### src/rtl/xbus_pkg.sv
package xbus_pkg;
    typedef enum logic [2:0] {
        ST_S1, ST_S2, ST_S3, ST_S4, ST_S5, ST_S6
    } mstate_e;

    typedef enum logic [1:0] {
        RQ_IDLE, RQ_COUNT, RQ_HOLD
    } rqstate_e;

    typedef struct packed {
        logic xdata;
        logic tblrd;
        logic ext_exec;
        logic ale_off;
    } cyc_cfg_t;

    localparam int unsigned STATES_PER_MC = 6;
    localparam int unsigned OSC_PER_STATE = 2;
endpackage

### src/rtl/xbs_phase_seq.sv
module xbs_phase_seq
    import xbus_pkg::*;
(
    input  logic    clk,
    input  logic    por_n,
    output mstate_e state_nx,
    output logic    wrap_nx
);
    mstate_e state_q;
    logic    half_q;
    logic    half_nx;

    // state register
    always_ff @(posedge clk or negedge por_n) begin
        if (!por_n) begin
            state_q <= ST_S1;
            half_q  <= 1'b0;
        end else begin
            state_q <= state_nx;
            half_q  <= half_nx;
        end
    end

    // next-state logic: one state step per two oscillator periods
    always_comb begin
        half_nx  = ~half_q;
        state_nx = state_q;
        if (half_q) begin
            unique case (state_q)
                ST_S1:   state_nx = ST_S2;
                ST_S2:   state_nx = ST_S3;
                ST_S3:   state_nx = ST_S4;
                ST_S4:   state_nx = ST_S5;
                ST_S5:   state_nx = ST_S6;
                ST_S6:   state_nx = ST_S1;
                default: state_nx = ST_S1;
            endcase
        end
        wrap_nx = half_q && (state_q == ST_S6);
    end
endmodule

### src/rtl/xbs_strobe_out.sv
module xbs_strobe_out
    import xbus_pkg::*;
(
    input  logic     clk,
    input  logic     por_n,
    input  mstate_e  state_nx,
    input  logic     wrap_nx,
    input  cyc_cfg_t cfg_in,
    output logic     ale,
    output logic     psen_n
);
    cyc_cfg_t cfg_q;
    cyc_cfg_t cfg_nx;
    logic     ale_en;
    logic     ale_d;
    logic     psen_d_n;

    // configuration is latched once per machine cycle
    always_ff @(posedge clk or negedge por_n) begin
        if (!por_n) cfg_q <= '0;
        else if (wrap_nx) cfg_q <= cfg_in;
    end

    always_comb begin
        cfg_nx   = wrap_nx ? cfg_in : cfg_q;
        ale_en   = !cfg_nx.ale_off || cfg_nx.ext_exec || cfg_nx.xdata || cfg_nx.tblrd;
        ale_d    = 1'b0;
        psen_d_n = 1'b1;
        unique case (state_nx)
            ST_S1:        ale_d    = 1'b1;
            ST_S4:        ale_d    = !cfg_nx.xdata;
            ST_S3, ST_S6: psen_d_n = !(cfg_nx.ext_exec && !cfg_nx.xdata);
            default: begin
                ale_d    = 1'b0;
                psen_d_n = 1'b1;
            end
        endcase
        if (!ale_en) ale_d = 1'b1;
    end

    // output registers: values for the state being entered
    always_ff @(posedge clk or negedge por_n) begin
        if (!por_n) begin
            ale    <= 1'b1;
            psen_n <= 1'b1;
        end else begin
            ale    <= ale_d;
            psen_n <= psen_d_n;
        end
    end
endmodule

### src/rtl/xbs_rst_qual.sv
module xbs_rst_qual
    import xbus_pkg::*;
#(
    parameter int unsigned SYNC_STAGES = 2,
    parameter int unsigned HOLD_CLKS   = 24
) (
    input  logic clk,
    input  logic por_n,
    input  logic rst_pin,
    output logic int_rst
);
    localparam int unsigned CNT_W = $clog2(HOLD_CLKS + 1);

    logic [SYNC_STAGES-1:0] sync_q;
    logic                   pin_s;
    rqstate_e               rq_q, rq_nx;
    logic [CNT_W-1:0]       cnt_q, cnt_nx;

    always_ff @(posedge clk or negedge por_n) begin
        if (!por_n) sync_q <= '0;
        else        sync_q <= {sync_q[SYNC_STAGES-2:0], rst_pin};
    end
    assign pin_s = sync_q[SYNC_STAGES-1];

    // state register
    always_ff @(posedge clk or negedge por_n) begin
        if (!por_n) begin
            rq_q  <= RQ_IDLE;
            cnt_q <= '0;
        end else begin
            rq_q  <= rq_nx;
            cnt_q <= cnt_nx;
        end
    end

    always_comb begin
        rq_nx  = rq_q;
        cnt_nx = cnt_q;
        unique case (rq_q)
            RQ_IDLE: begin
                cnt_nx = '0;
                if (pin_s) begin
                    rq_nx  = RQ_COUNT;
                    cnt_nx = CNT_W'(1);
                end
            end
            RQ_COUNT: begin
                if (!pin_s) begin
                    rq_nx  = RQ_IDLE;
                    cnt_nx = '0;
                end else if (cnt_q == CNT_W'(HOLD_CLKS - 1)) begin
                    rq_nx = RQ_HOLD;
                end else begin
                    cnt_nx = cnt_q + CNT_W'(1);
                end
            end
            RQ_HOLD: begin
                if (!pin_s) begin
                    rq_nx  = RQ_IDLE;
                    cnt_nx = '0;
                end
            end
            default: begin
                rq_nx  = RQ_IDLE;
                cnt_nx = '0;
            end
        endcase
    end

    // output process
    always_comb int_rst = (rq_q == RQ_HOLD);
endmodule

### src/rtl/xbus_strobe_gen.sv
module xbus_strobe_gen
    import xbus_pkg::*;
#(
    parameter int unsigned RST_MC      = 2,
    parameter int unsigned SYNC_STAGES = 2
) (
    input  logic clk,
    input  logic por_n,
    input  logic rst_pin,
    input  logic xdata_acc,
    input  logic tblrd_acc,
    input  logic ext_exec,
    input  logic ale_off,
    output logic ale,
    output logic psen_n,
    output logic int_rst
);
    localparam int unsigned HOLD_CLKS = RST_MC * STATES_PER_MC * OSC_PER_STATE;

    mstate_e  state_nx;
    logic     wrap_nx;
    cyc_cfg_t cfg_in;

    assign cfg_in = '{xdata: xdata_acc, tblrd: tblrd_acc, ext_exec: ext_exec, ale_off: ale_off};

    xbs_phase_seq u_seq (
        .clk      (clk),
        .por_n    (por_n),
        .state_nx (state_nx),
        .wrap_nx  (wrap_nx)
    );

    xbs_strobe_out u_out (
        .clk      (clk),
        .por_n    (por_n),
        .state_nx (state_nx),
        .wrap_nx  (wrap_nx),
        .cfg_in   (cfg_in),
        .ale      (ale),
        .psen_n   (psen_n)
    );

    xbs_rst_qual #(
        .SYNC_STAGES (SYNC_STAGES),
        .HOLD_CLKS   (HOLD_CLKS)
    ) u_rq (
        .clk     (clk),
        .por_n   (por_n),
        .rst_pin (rst_pin),
        .int_rst (int_rst)
    );
endmodule

### config.mk
export PLATFORM = sky130hd
export DESIGN_NAME = xbus_strobe_gen
export DESIGN_NICKNAME = d
export VERILOG_FILES = /design/src/rtl/xbus_pkg.sv /design/src/rtl/xbs_phase_seq.sv /design/src/rtl/xbs_strobe_out.sv /design/src/rtl/xbs_rst_qual.sv /design/src/rtl/xbus_strobe_gen.sv
export SDC_FILE = /design/constraint.sdc
export NUM_CORES = 1
export LEC_CHECK = 0
export BUFFER_PORTS_ARGS = -buffer_cell sky130_fd_sc_hd__buf_2
export CAP_MARGIN = 10
export CORE_UTILIZATION = 30
export CTS_BUF_LIST = sky130_fd_sc_hd__clkbuf_4
export CTS_CLUSTER_SIZE = 14
export DETAILED_ROUTE_END_ITERATION = 8
export PLACE_DENSITY_LB_ADDON = 0.3
export SLEW_MARGIN = 20
export SYNTH_ARGS = -nofsm -noshare
export SYNTH_HDL_FRONTEND = slang
export SYNTH_SLANG_ARGS = --single-unit
export TNS_END_PERCENT = 30
### constraint.sdc
create_clock -name clk -period 2.12 [get_ports clk]
set_clock_uncertainty 0.2 [all_clocks]
set_input_delay 0.318 -clock clk [delete_from_list [all_inputs] [get_ports clk]]
set_output_delay 0.318 -clock clk [all_outputs]
set_load 0.01 [all_outputs]
==> run metrics <==
worst-path cell with the longest stage delay or4b_1; PwrDens 583 mW/mm^2; status completed; post-route setup TNS 0 ps; sequential share of the synthesized area 51.7%; wire length per cell after detailed routing 12.2 um; nature of the critical path startpoint register; hold_ws 72.7 ps; total number of vias 670; Layout Nets 105; unrepaired setup endpoints after global routing false; post-CTS resize count 0; CTS max path bufs 2; antenna violations before repair 0; R2R Setup Slk 270 ps; die height 57.5 um; Final GP Congestion 0.777; Reg2Reg Capture Point u_rq.cnt_q[3]; layout cells sized above 1 21.9%; first-pass GRT wire length 2630 um; relative slew slack 72.9%; CTS tree done; CP startpoint u_rq.cnt_q[0]; setup bufs post-CTS 0; grt ovf 0; count of final hold-check violations 0; hold endpoint u_out.cfg_q[2]; IO Count 10; Worst Path Max Fanout 6; area grow syn2layout 11.4%; Final Cycle Share 87.2%; Util after Layout 36.4%; post-route ant nets 0; vias in the first global route 615; post-DP HPWL 1140 um; syn avg cell area 10.8 sq um; CTS Root Cell clkbuf_4; worst IR drop on VDD 317 uV; first-pass detailed-route iteration total 4; fin crit period 1850 ps; hold_sp tblrd_acc; number of diodes 0; Post-Syn Area 925 sq um; largest net degree at the start of global routing 20; H-tree depth 1; total track usage 10.6%; fillcell total 281; Main synth FF type dfrtp_1; standby leakage power 0.451 nW; Initial DRC Count 11; # Max-Cap Violations 0; Post-synth EDFFs 0; IO Port Bufs 9; Fmax achieved 541 MHz; cts-stage hold buffer count 2; Slew @ Worst Pin 407 ps; Worst R2R Start u_rq.cnt_q[0]; DRT Wirelength 1550 um; clock latency on the worst-skew pair 300 ps; FF/Latch Area 478 sq um; row count 19; synth warn 0; die span in x 57.5 um; CP Data Arrival Time 1880 ps; Starting Density 32.7%; core area 0.00283 sq mm; Cells after Synth 86; CP max stage delay 480 ps; CP required 2150 ps; post-synthesis async set-or-reset flop share 100%; Hold Path Class in2reg; total power 601 uW; synth unique cells 34; CTS Buf Count 3; vias per std cell 5.28; clk sinks 19; total die area 0.00331 sq mm; Final setup viols 0; Mapped Nets 94; Hold Crit Depth 2; # DRC 0; CP Cell Sequence ha_1 -> and4b_1 -> or4b_1 -> a31oi_1; CP Capture Type register; Final Max Slew Viols 0; footprint of the multi-input gates 402 sq um; FF+latch count, synth 19; clock-pin slew on the worst setup and hold paths 110 ps; R2R cell count 4; WS Path Type reg2reg
## kinds of logic (layout without fill, tap and decap cells)
kind of cell | Yosys count | in the layout | share of synthesized area (%)
AND/OR/NAND/NOR | 28 | 28 | 17.3
flip-flops | 19 | 19 | 51.7
AO/OA/AOI/OAI | 18 | 18 | 13.8
buffers and inverters | 10 | 20 | 4.87
multiplexers | 7 | 7 | 8.12
XOR/XNOR | 3 | 3 | 2.84
adder cells (fa/ha/maj) | 1 | 1 | 1.35
## state kept, by name, summed over array words and instances (netlist names)
| signal | flops |
|---|---|
| u_rq.cnt_q | 5 |
| u_out.cfg_q | 4 |
| u_seq.state_q | 3 |
| u_rq.rq_q | 2 |
| u_rq.sync_q | 2 |
| u_out.ale | 1 |
| u_out.psen_n | 1 |
| u_seq.half_q | 1 |
## report_power, final
group	internal, mW	switching [mW]	total (mW)
combinational	0.0188	0.0191	0.0379
sequential	0.373	0.00885	0.381
clock	0.0703	0.111	0.181
## per-layer routing
metal / global-route usage, % / up-vias / part of all wire (%)
met4: 2.09 / 0 / 0.84
met5: 0 / - / 0
met3: 4.76 / 2 / 4.9
met2: 17.1 / 10 / 43
met1: 13.1 / 325 / 51
li1: - / 333 / -
## synthesized netlist by cell type, types with 2 or more instances
cell / number / share of area [%]
a21oi_1: 3 / 1.6
a31oi_1: 2 / 1.4
a32o_1: 2 / 2.2
clkbuf_1: 4 / 1.6
dfrtp_1: 17 / 46
dfstp_2: 2 / 5.7
inv_1: 5 / 2.0
mux2_2: 4 / 4.9
mux2i_1: 3 / 3.2
nand2_1: 7 / 2.8
nand3_1: 5 / 2.7
nor2_1: 2 / 0.81
nor2b_1: 2 / 1.4
nor3_1: 3 / 1.6
nor4b_1: 2 / 1.9
o21ai_0: 4 / 2.2
xnor2_1: 2 / 1.9
## critical path: cells and delay by family (launching register included)
kind	cells	cell delay [ps]
simple gates	2	770
compound gates	1	130
flops	1	430
fa+ha+maj	1	250
## worst max path at each step
stage / end / slack (ps)
detailed placement: u_rq.cnt_q[3] / 300
floorplan: u_rq.cnt_q[3] / 310
global placement: u_rq.cnt_q[3] / 320
global route: u_rq.cnt_q[3] / 140
CTS: u_rq.cnt_q[3] / 270
finish: u_rq.cnt_q[3] / 270
## metrics by stage
stage	setup WS [ps]	instances	cell area, sq um
floorplan	315	86	925
global placement	323	121	982
detailed placement	296	121	982
CTS	270	127	1030
global route	142	127	1030
finish	271	127	1030
## cell type report
type	instances	share of cell area, %
inverters	5	1.82
repair buffers	11	6.32
well taps	31	3.77
clock inverters	1	0.486
flip-flops and latches	19	46.4
multi-input cells	57	39.0
clock buffers	3	2.19
## cells in the final DEF (no fill, tap or decap), drive strengths merged, types with 2 or more instances in the layout
master / n
mux2: 4
xnor2: 2
a21oi: 3
nor4b: 2
mux2i: 3
nand3: 5
nand2: 7
dfrtp: 17
inv: 5
clkbuf: 3
a32o: 2
dfstp: 2
dlygate4sd3: 2
nor2b: 2
nor2: 2
a31oi: 2
nor3: 3
o21ai: 4
buf: 9
Note: power is estimated with default switching activity, not from simulation.
